### src/rtl/burst_align_pkg.sv
package burst_align_pkg;
  // control -> datapath strobes
  typedef struct packed {
    logic advance;   // dword moved, burst continues
    logic clear;     // burst ends on this dword
  } dpCtrl_t;

  // datapath -> control status
  typedef struct packed {
    logic active;     // alignment in force
    logic atLineEnd;  // current dword is last of its line
    logic pressure;   // almost-full seen in this burst
    logic limitHit;   // arbitration byte limit reached
  } dpStat_t;

  localparam int unsigned SMALL_LINE = 8;
  localparam int unsigned LARGE_LINE = 16;
endpackage

### src/rtl/ba_datapath.sv
module ba_datapath
  import burst_align_pkg::*;
#(
  parameter int ADDR_W = 32,
  parameter int CNT_W  = 12,
  parameter int LSZ_W  = 8
) (
  input  logic              clk,
  input  logic              rstN,
  input  logic              alignEn,
  input  logic [LSZ_W-1:0]  lineSizeDw,
  input  logic              burstStart,
  input  logic [ADDR_W-1:0] dwAddr,
  input  logic              fifoAlmostFull,
  input  logic              arbEn,
  input  logic [CNT_W-1:0]  arbLimit,
  input  logic              ctrlRead,
  input  logic [ADDR_W-1:0] reqAddr,
  input  dpCtrl_t           ctl,
  output dpStat_t           stat,
  output logic [ADDR_W-1:0] startAddr
);
  localparam logic [CNT_W:0] DW_BYTES = (CNT_W+1)'(4);

  logic              isSmall, isLarge, sizeOk, active;
  logic [ADDR_W-1:0] lowMask;
  logic [CNT_W-1:0]  cntQ, cntBase, cntNext;
  logic [CNT_W:0]    cntSum;
  logic              pendQ, pendBase, pressure, limitHit;

  assign isSmall = (lineSizeDw == LSZ_W'(SMALL_LINE));
  assign isLarge = (lineSizeDw == LSZ_W'(LARGE_LINE));
  assign sizeOk  = isSmall | isLarge;
  assign active  = alignEn & sizeOk;
  assign lowMask = isLarge ? ADDR_W'(LARGE_LINE - 1) : ADDR_W'(SMALL_LINE - 1);

  // saturating byte counter, restarted by the burst's first dword
  assign cntBase  = burstStart ? '0 : cntQ;
  assign cntSum   = {1'b0, cntBase} + DW_BYTES;
  assign limitHit = arbEn & (cntSum >= {1'b0, arbLimit});
  assign cntNext  = (cntSum >= {1'b0, arbLimit}) ? arbLimit : cntSum[CNT_W-1:0];

  // remembered resource pressure
  assign pendBase = burstStart ? 1'b0 : pendQ;
  assign pressure = fifoAlmostFull | pendBase;

  always_ff @(posedge clk) begin
    if (!rstN) begin
      cntQ  <= '0;
      pendQ <= 1'b0;
    end else if (ctl.clear) begin
      cntQ  <= '0;
      pendQ <= 1'b0;
    end else if (ctl.advance) begin
      cntQ  <= cntNext;
      pendQ <= pressure;
    end
  end

  assign stat.active    = active;
  assign stat.atLineEnd = active & ((dwAddr & lowMask) == lowMask);
  assign stat.pressure  = pressure;
  assign stat.limitHit  = limitHit;

  assign startAddr = (active & ctrlRead) ? (reqAddr & ~lowMask) : reqAddr;

  p_cnt_sat_r6: assert property (@(posedge clk) disable iff (!rstN)
    ctl.advance |=> (cntQ <= $past(arbLimit)));

  p_clear_state_r10: assert property (@(posedge clk) disable iff (!rstN)
    ctl.clear |=> (cntQ == '0) && !pendQ);
endmodule

### src/rtl/ba_control.sv
module ba_control
  import burst_align_pkg::*;
(
  input  logic    clk,
  input  logic    rstN,
  input  logic    dwValid,
  input  logic    lastDw,
  input  logic    otherPending,
  input  dpStat_t stat,
  output dpCtrl_t ctl,
  output logic    termReq,
  output logic    switchReq
);
  logic allowPt, arbWant, earlyStop;

  // stops other than length end are deferred to a line end when aligned
  assign allowPt   = ~stat.active | stat.atLineEnd;
  assign arbWant   = stat.limitHit & otherPending;
  assign earlyStop = (stat.pressure | arbWant) & allowPt;

  assign termReq   = dwValid & (lastDw | earlyStop);
  assign switchReq = dwValid & arbWant & allowPt;

  assign ctl.clear   = termReq;
  assign ctl.advance = dwValid & ~termReq;

  p_early_line_end_r3: assert property (@(posedge clk) disable iff (!rstN)
    (termReq && !lastDw && stat.active) |-> stat.atLineEnd);

  p_switch_with_term_r7: assert property (@(posedge clk) disable iff (!rstN)
    switchReq |-> termReq);

  p_idle_quiet_r10: assert property (@(posedge clk) disable iff (!rstN)
    !dwValid |-> (!termReq && !switchReq));

  p_strobes_exclusive_r5: assert property (@(posedge clk) disable iff (!rstN)
    !(ctl.clear && ctl.advance));
endmodule

### src/rtl/rd_burst_align.sv
module rd_burst_align
  import burst_align_pkg::*;
#(
  parameter int ADDR_W = 32,
  parameter int CNT_W  = 12,
  parameter int LSZ_W  = 8
) (
  input  logic              clk,
  input  logic              rstN,
  input  logic              alignEn,
  input  logic [LSZ_W-1:0]  lineSizeDw,
  input  logic              burstStart,
  input  logic              dwValid,
  input  logic [ADDR_W-1:0] dwAddr,
  input  logic              lastDw,
  input  logic              fifoAlmostFull,
  input  logic              arbEn,
  input  logic [CNT_W-1:0]  arbLimit,
  input  logic              otherPending,
  input  logic              ctrlRead,
  input  logic [ADDR_W-1:0] reqAddr,
  output logic [ADDR_W-1:0] startAddr,
  output logic              termReq,
  output logic              switchReq
);
  dpCtrl_t ctl;
  dpStat_t stat;

  ba_datapath #(.ADDR_W(ADDR_W), .CNT_W(CNT_W), .LSZ_W(LSZ_W)) u_dp (
    .clk(clk), .rstN(rstN), .alignEn(alignEn), .lineSizeDw(lineSizeDw),
    .burstStart(burstStart), .dwAddr(dwAddr), .fifoAlmostFull(fifoAlmostFull),
    .arbEn(arbEn), .arbLimit(arbLimit), .ctrlRead(ctrlRead), .reqAddr(reqAddr),
    .ctl(ctl), .stat(stat), .startAddr(startAddr)
  );

  ba_control u_ctl (
    .clk(clk), .rstN(rstN), .dwValid(dwValid), .lastDw(lastDw),
    .otherPending(otherPending), .stat(stat), .ctl(ctl),
    .termReq(termReq), .switchReq(switchReq)
  );

  logic sizeGood;
  assign sizeGood = (lineSizeDw == LSZ_W'(SMALL_LINE)) || (lineSizeDw == LSZ_W'(LARGE_LINE));

  p_ctrl_aligned_r9: assert property (@(posedge clk) disable iff (!rstN)
    (alignEn && sizeGood && ctrlRead) |->
      ((startAddr & ADDR_W'(lineSizeDw - LSZ_W'(1))) == '0));

  p_passthru_r1: assert property (@(posedge clk) disable iff (!rstN)
    !(alignEn && sizeGood) |-> (startAddr == reqAddr));
endmodule

### config.mk
export PLATFORM = sky130hd
export DESIGN_NAME = rd_burst_align
export DESIGN_NICKNAME = d
export VERILOG_FILES = /design/src/rtl/burst_align_pkg.sv /design/src/rtl/ba_datapath.sv /design/src/rtl/ba_control.sv /design/src/rtl/rd_burst_align.sv
export SDC_FILE = /design/constraint.sdc
export NUM_CORES = 1
export LEC_CHECK = 0
export BUFFER_PORTS_ARGS = -buffer_cell sky130_fd_sc_hd__buf_4
export CAP_MARGIN = 0
export CORE_UTILIZATION = 35
export DETAILED_ROUTE_END_ITERATION = 8
export PLACE_DENSITY = 0.85
export SYNTH_ARGS = -nofsm -noshare
export SYNTH_HDL_FRONTEND = slang
export SYNTH_SLANG_ARGS = --single-unit
### constraint.sdc
create_clock -name clk -period 3 [get_ports clk]
set_input_delay 0.15 -clock clk [delete_from_list [all_inputs] [get_ports clk]]
set_output_delay 0.15 -clock clk [all_outputs]
set_load 0.01 [all_outputs]
==> results.md <==
- Post-Syn Instances: 186
- Startpoint types: flop
- Crit Path Class: flop to flop
- R2r endpoint: u_dp.cntQ[8]$_SDFFE_PP0P_
- TritonCTS Sinks: 13
- Reg clk slew, reported paths: 50 ps
- WHS Endpoint: u_dp.pendQ$_SDFFE_PP0P_
- Pre-CTS setup slack: -8.86 ps
- # diodes: 0
- Placed cell count: 257
- Number of port buffers: 43
- Syn. warnings: 0
- Arr. time, crit path: around 3100 ps
- Main synth FF type: dfxtp_1
- WL/cell: 14.0 um
- Drt initial violations: between 60 and 70
- Peak VDD IR: 0.000116 V
- Pin count of the biggest net entering global routing: 18
- Pwr Total: 0.444 mW
- Global-route wire length before repair: 5910 um
- Boundary Pins: between 100 and 150
- H-Tree Depth: 1
- Synth Net Count: 293
- Vias in the first global route: 1384
- Post-layout min period: 2940 ps
- Die height: 69.6 um
- Post-route cell area: 2030 um2
- Cell taking the most area after synthesis: dfxtp_1
- Leak pwr: 0.838 nW
- Hold slack: 226 ps
- Final Setup Violations: 0
- R2r setup slk: 60 ps
- Clock Path Buffers: 2
- Clk_lat worst skew: 240 ps
- RSZ-0062 raised after global routing: yes
- Power Density: 219 nW/um2
- Syn_area_per_cell: 8.60 um2
- Mapped Area: about 1600 um2
- Distinct cell type count after synthesis: 45
- CTS tree: built
- Drt pass-1 iters: 4
- Final Hold Viols: 0
- Share of layout cells above drive strength 1: 0.441
- Final worst slack: 60.5 ps
- Commonest cells post-synth: buf_4 (29), dfxtp_1 (13), ha_1 (13)
- Synth top area share: 0.163
- Worst hold path type: input port to flop
- Clk root buf: clkbuf_8
- Ratio of final minimum period to clock period: 0.980
- Non-filler cells, final: 265
- Async S/R FF share, synth: 0
- Synthesis-stage register bit count: 13
- Seq/Total Area, Yosys: 0.163
- CP max FO: 9
- CTS Buf Count: 3
- Placed Area: 1800 um2
- Post-route setup TNS: 0 ps
- Fin. max-slew vios: 0
- Post-layout util: 0.463
- FF-to-FF path depth: 13
- Via count: 1365
- Final ANT Viol Nets: 0
- # DRC: 0
- Global route overflow: 0
- Initial antenna violation count: 0
- DR vias/cell: 5.15
- Worst EP required: 3110 ps
- Slew margin rel.: 0.430
- Hold Path Depth: 3
- Worst hold start: fifoAlmostFull
- Highest clock rate: 340 MHz
- Status: complete, no violations
- Most common cell in the netlist: buf_4
- Die X-Extent: between 60 and 70 um
- Worst Skew: ~0.8 ps
- Post-synth EDFFs: 0
- Max-Cap Viols: 0
- Detailed Route WL: 3710 um
- Area Overhead vs Synth: 26.9%
- Initial Utilization: 0.365
- Worst Setup End Kind: flop
- GPL Wtd Cong: 0.877
- Layout Nets: roughly 320
- DIE AREA: 4850 um2
- Synth area leaders: dfxtp_1 (16%), buf_4 (14%), ha_1 (10%), o31ai_2 (7.8%), mux2i_1 (7.5%)
- HPWL after detailed placement: ~2800 um
- Core Box Area: 4380 um2
- Worst-Margin Slew: ~850 ps
- # rows: 24
- Reg-to-reg startpoint: u_dp.cntQ[3]$_SDFFE_PP0P_
- GRT Total Usage: 0.149
==> critical path: stages (launching register included) <==
cell,delay [ps]
dfxtp_2,320
nor2b_4,150
ha_4,180
nand4_1,100
xor2_1,180
nor2_2,140
ha_1,250
a21o_1,170
a21oi_2,180
o31ai_4,120
or3_1,430
buf_6,180
mux2i_1,270
o31ai_2,110
==> final cells by class <==
cell class | instances | area (um2)
clock buffers | 4 | 45.0
repair buffers | 58 | 454
flip-flops and latches | 13 | 264
inverters | 13 | 48.8
fillers | 392 | 2350
well taps | 52 | 65.1
multi-input cells | 125 | 1150
==> cell usage in the layout (no fill, tap or decap), drive strengths merged, types with 2 or more instances in the layout <==
master | Yosys | final
nand2 | 11 | 11
inv | 13 | 13
ha | 13 | 13
xnor2 | 3 | 3
o31ai | 14 | 14
a211oi | 2 | 2
nor2 | 10 | 10
and3 | 3 | 3
mux2i | 12 | 12
nand3b | 12 | 12
a21oi | 4 | 4
nand3 | 4 | 4
buf | 32 | 58
o21ai | 2 | 2
and2 | 5 | 5
clkbuf | 3 | 4
o21a | 2 | 2
xor2 | 5 | 5
nand4 | 4 | 4
nor2b | 4 | 4
dfxtp | 13 | 13
==> flip-flops by register name (all words and copies together), names as in the netlist <==
register    cells
u_dp.pendQ      1
u_dp.cntQ      12
==> power by group <==
part | switching, mW | internal (mW)
Clock | 0.0629 | 0.0939
Sequential | 0.000327 | 0.173
Combinational | 0.0517 | 0.0620
Total | 0.115 | 0.329
==> worst max-delay path by stage <==
stage	cells past startpoint	startpoint	slack, ps	end
floorplan	17	burstStart	180	u_dp.cntQ[11]$_SDFFE_PP0P_
global placement	16	burstStart	40	u_dp.cntQ[6]$_SDFFE_PP0P_
detailed placement	16	burstStart	-9	u_dp.cntQ[10]$_SDFFE_PP0P_
CTS	13	u_dp.cntQ[3]$_SDFFE_PP0P_	2	termReq
global route	13	u_dp.cntQ[3]$_SDFFE_PP0P_	-100	termReq
finish	13	u_dp.cntQ[3]$_SDFFE_PP0P_	60	u_dp.cntQ[8]$_SDFFE_PP0P_
==> kinds of logic (layout without fill, tap and decap cells) <==
logic type	count (synthesis)	in the layout	synth area share
multiplexers	12	12	0.0751
XOR/XNOR	8	8	0.0438
buffers and inverters	48	75	0.200
AO/OA/AOI/OAI	30	30	0.184
adder cells (fa/ha/maj)	13	13	0.102
flip-flops	13	13	0.163
AND/OR/NAND/NOR	62	62	0.233
==> layer usage <==
metal	vias to the layer above	GRT usage	routed length, um
li1	688	-	-
met1	641	0.167	1520
met2	29	0.268	2020
met3	7	0.0203	100
met4	0	0.0844	72
met5	-	0	0
==> timing repair <==
| action | in CTS | in global routing |
|---|---|---|
| endpoints found under the setup margin | 6 | 14 |
| pin swaps | 8 | 11 |
| buffers inserted | 3 | 1 |
| resized for setup | 7 | 25 |
| hold endpoints to repair | 0 | 0 |
| hold buffers | 0 | 0 |
Power figures use the tool's default switching activity.
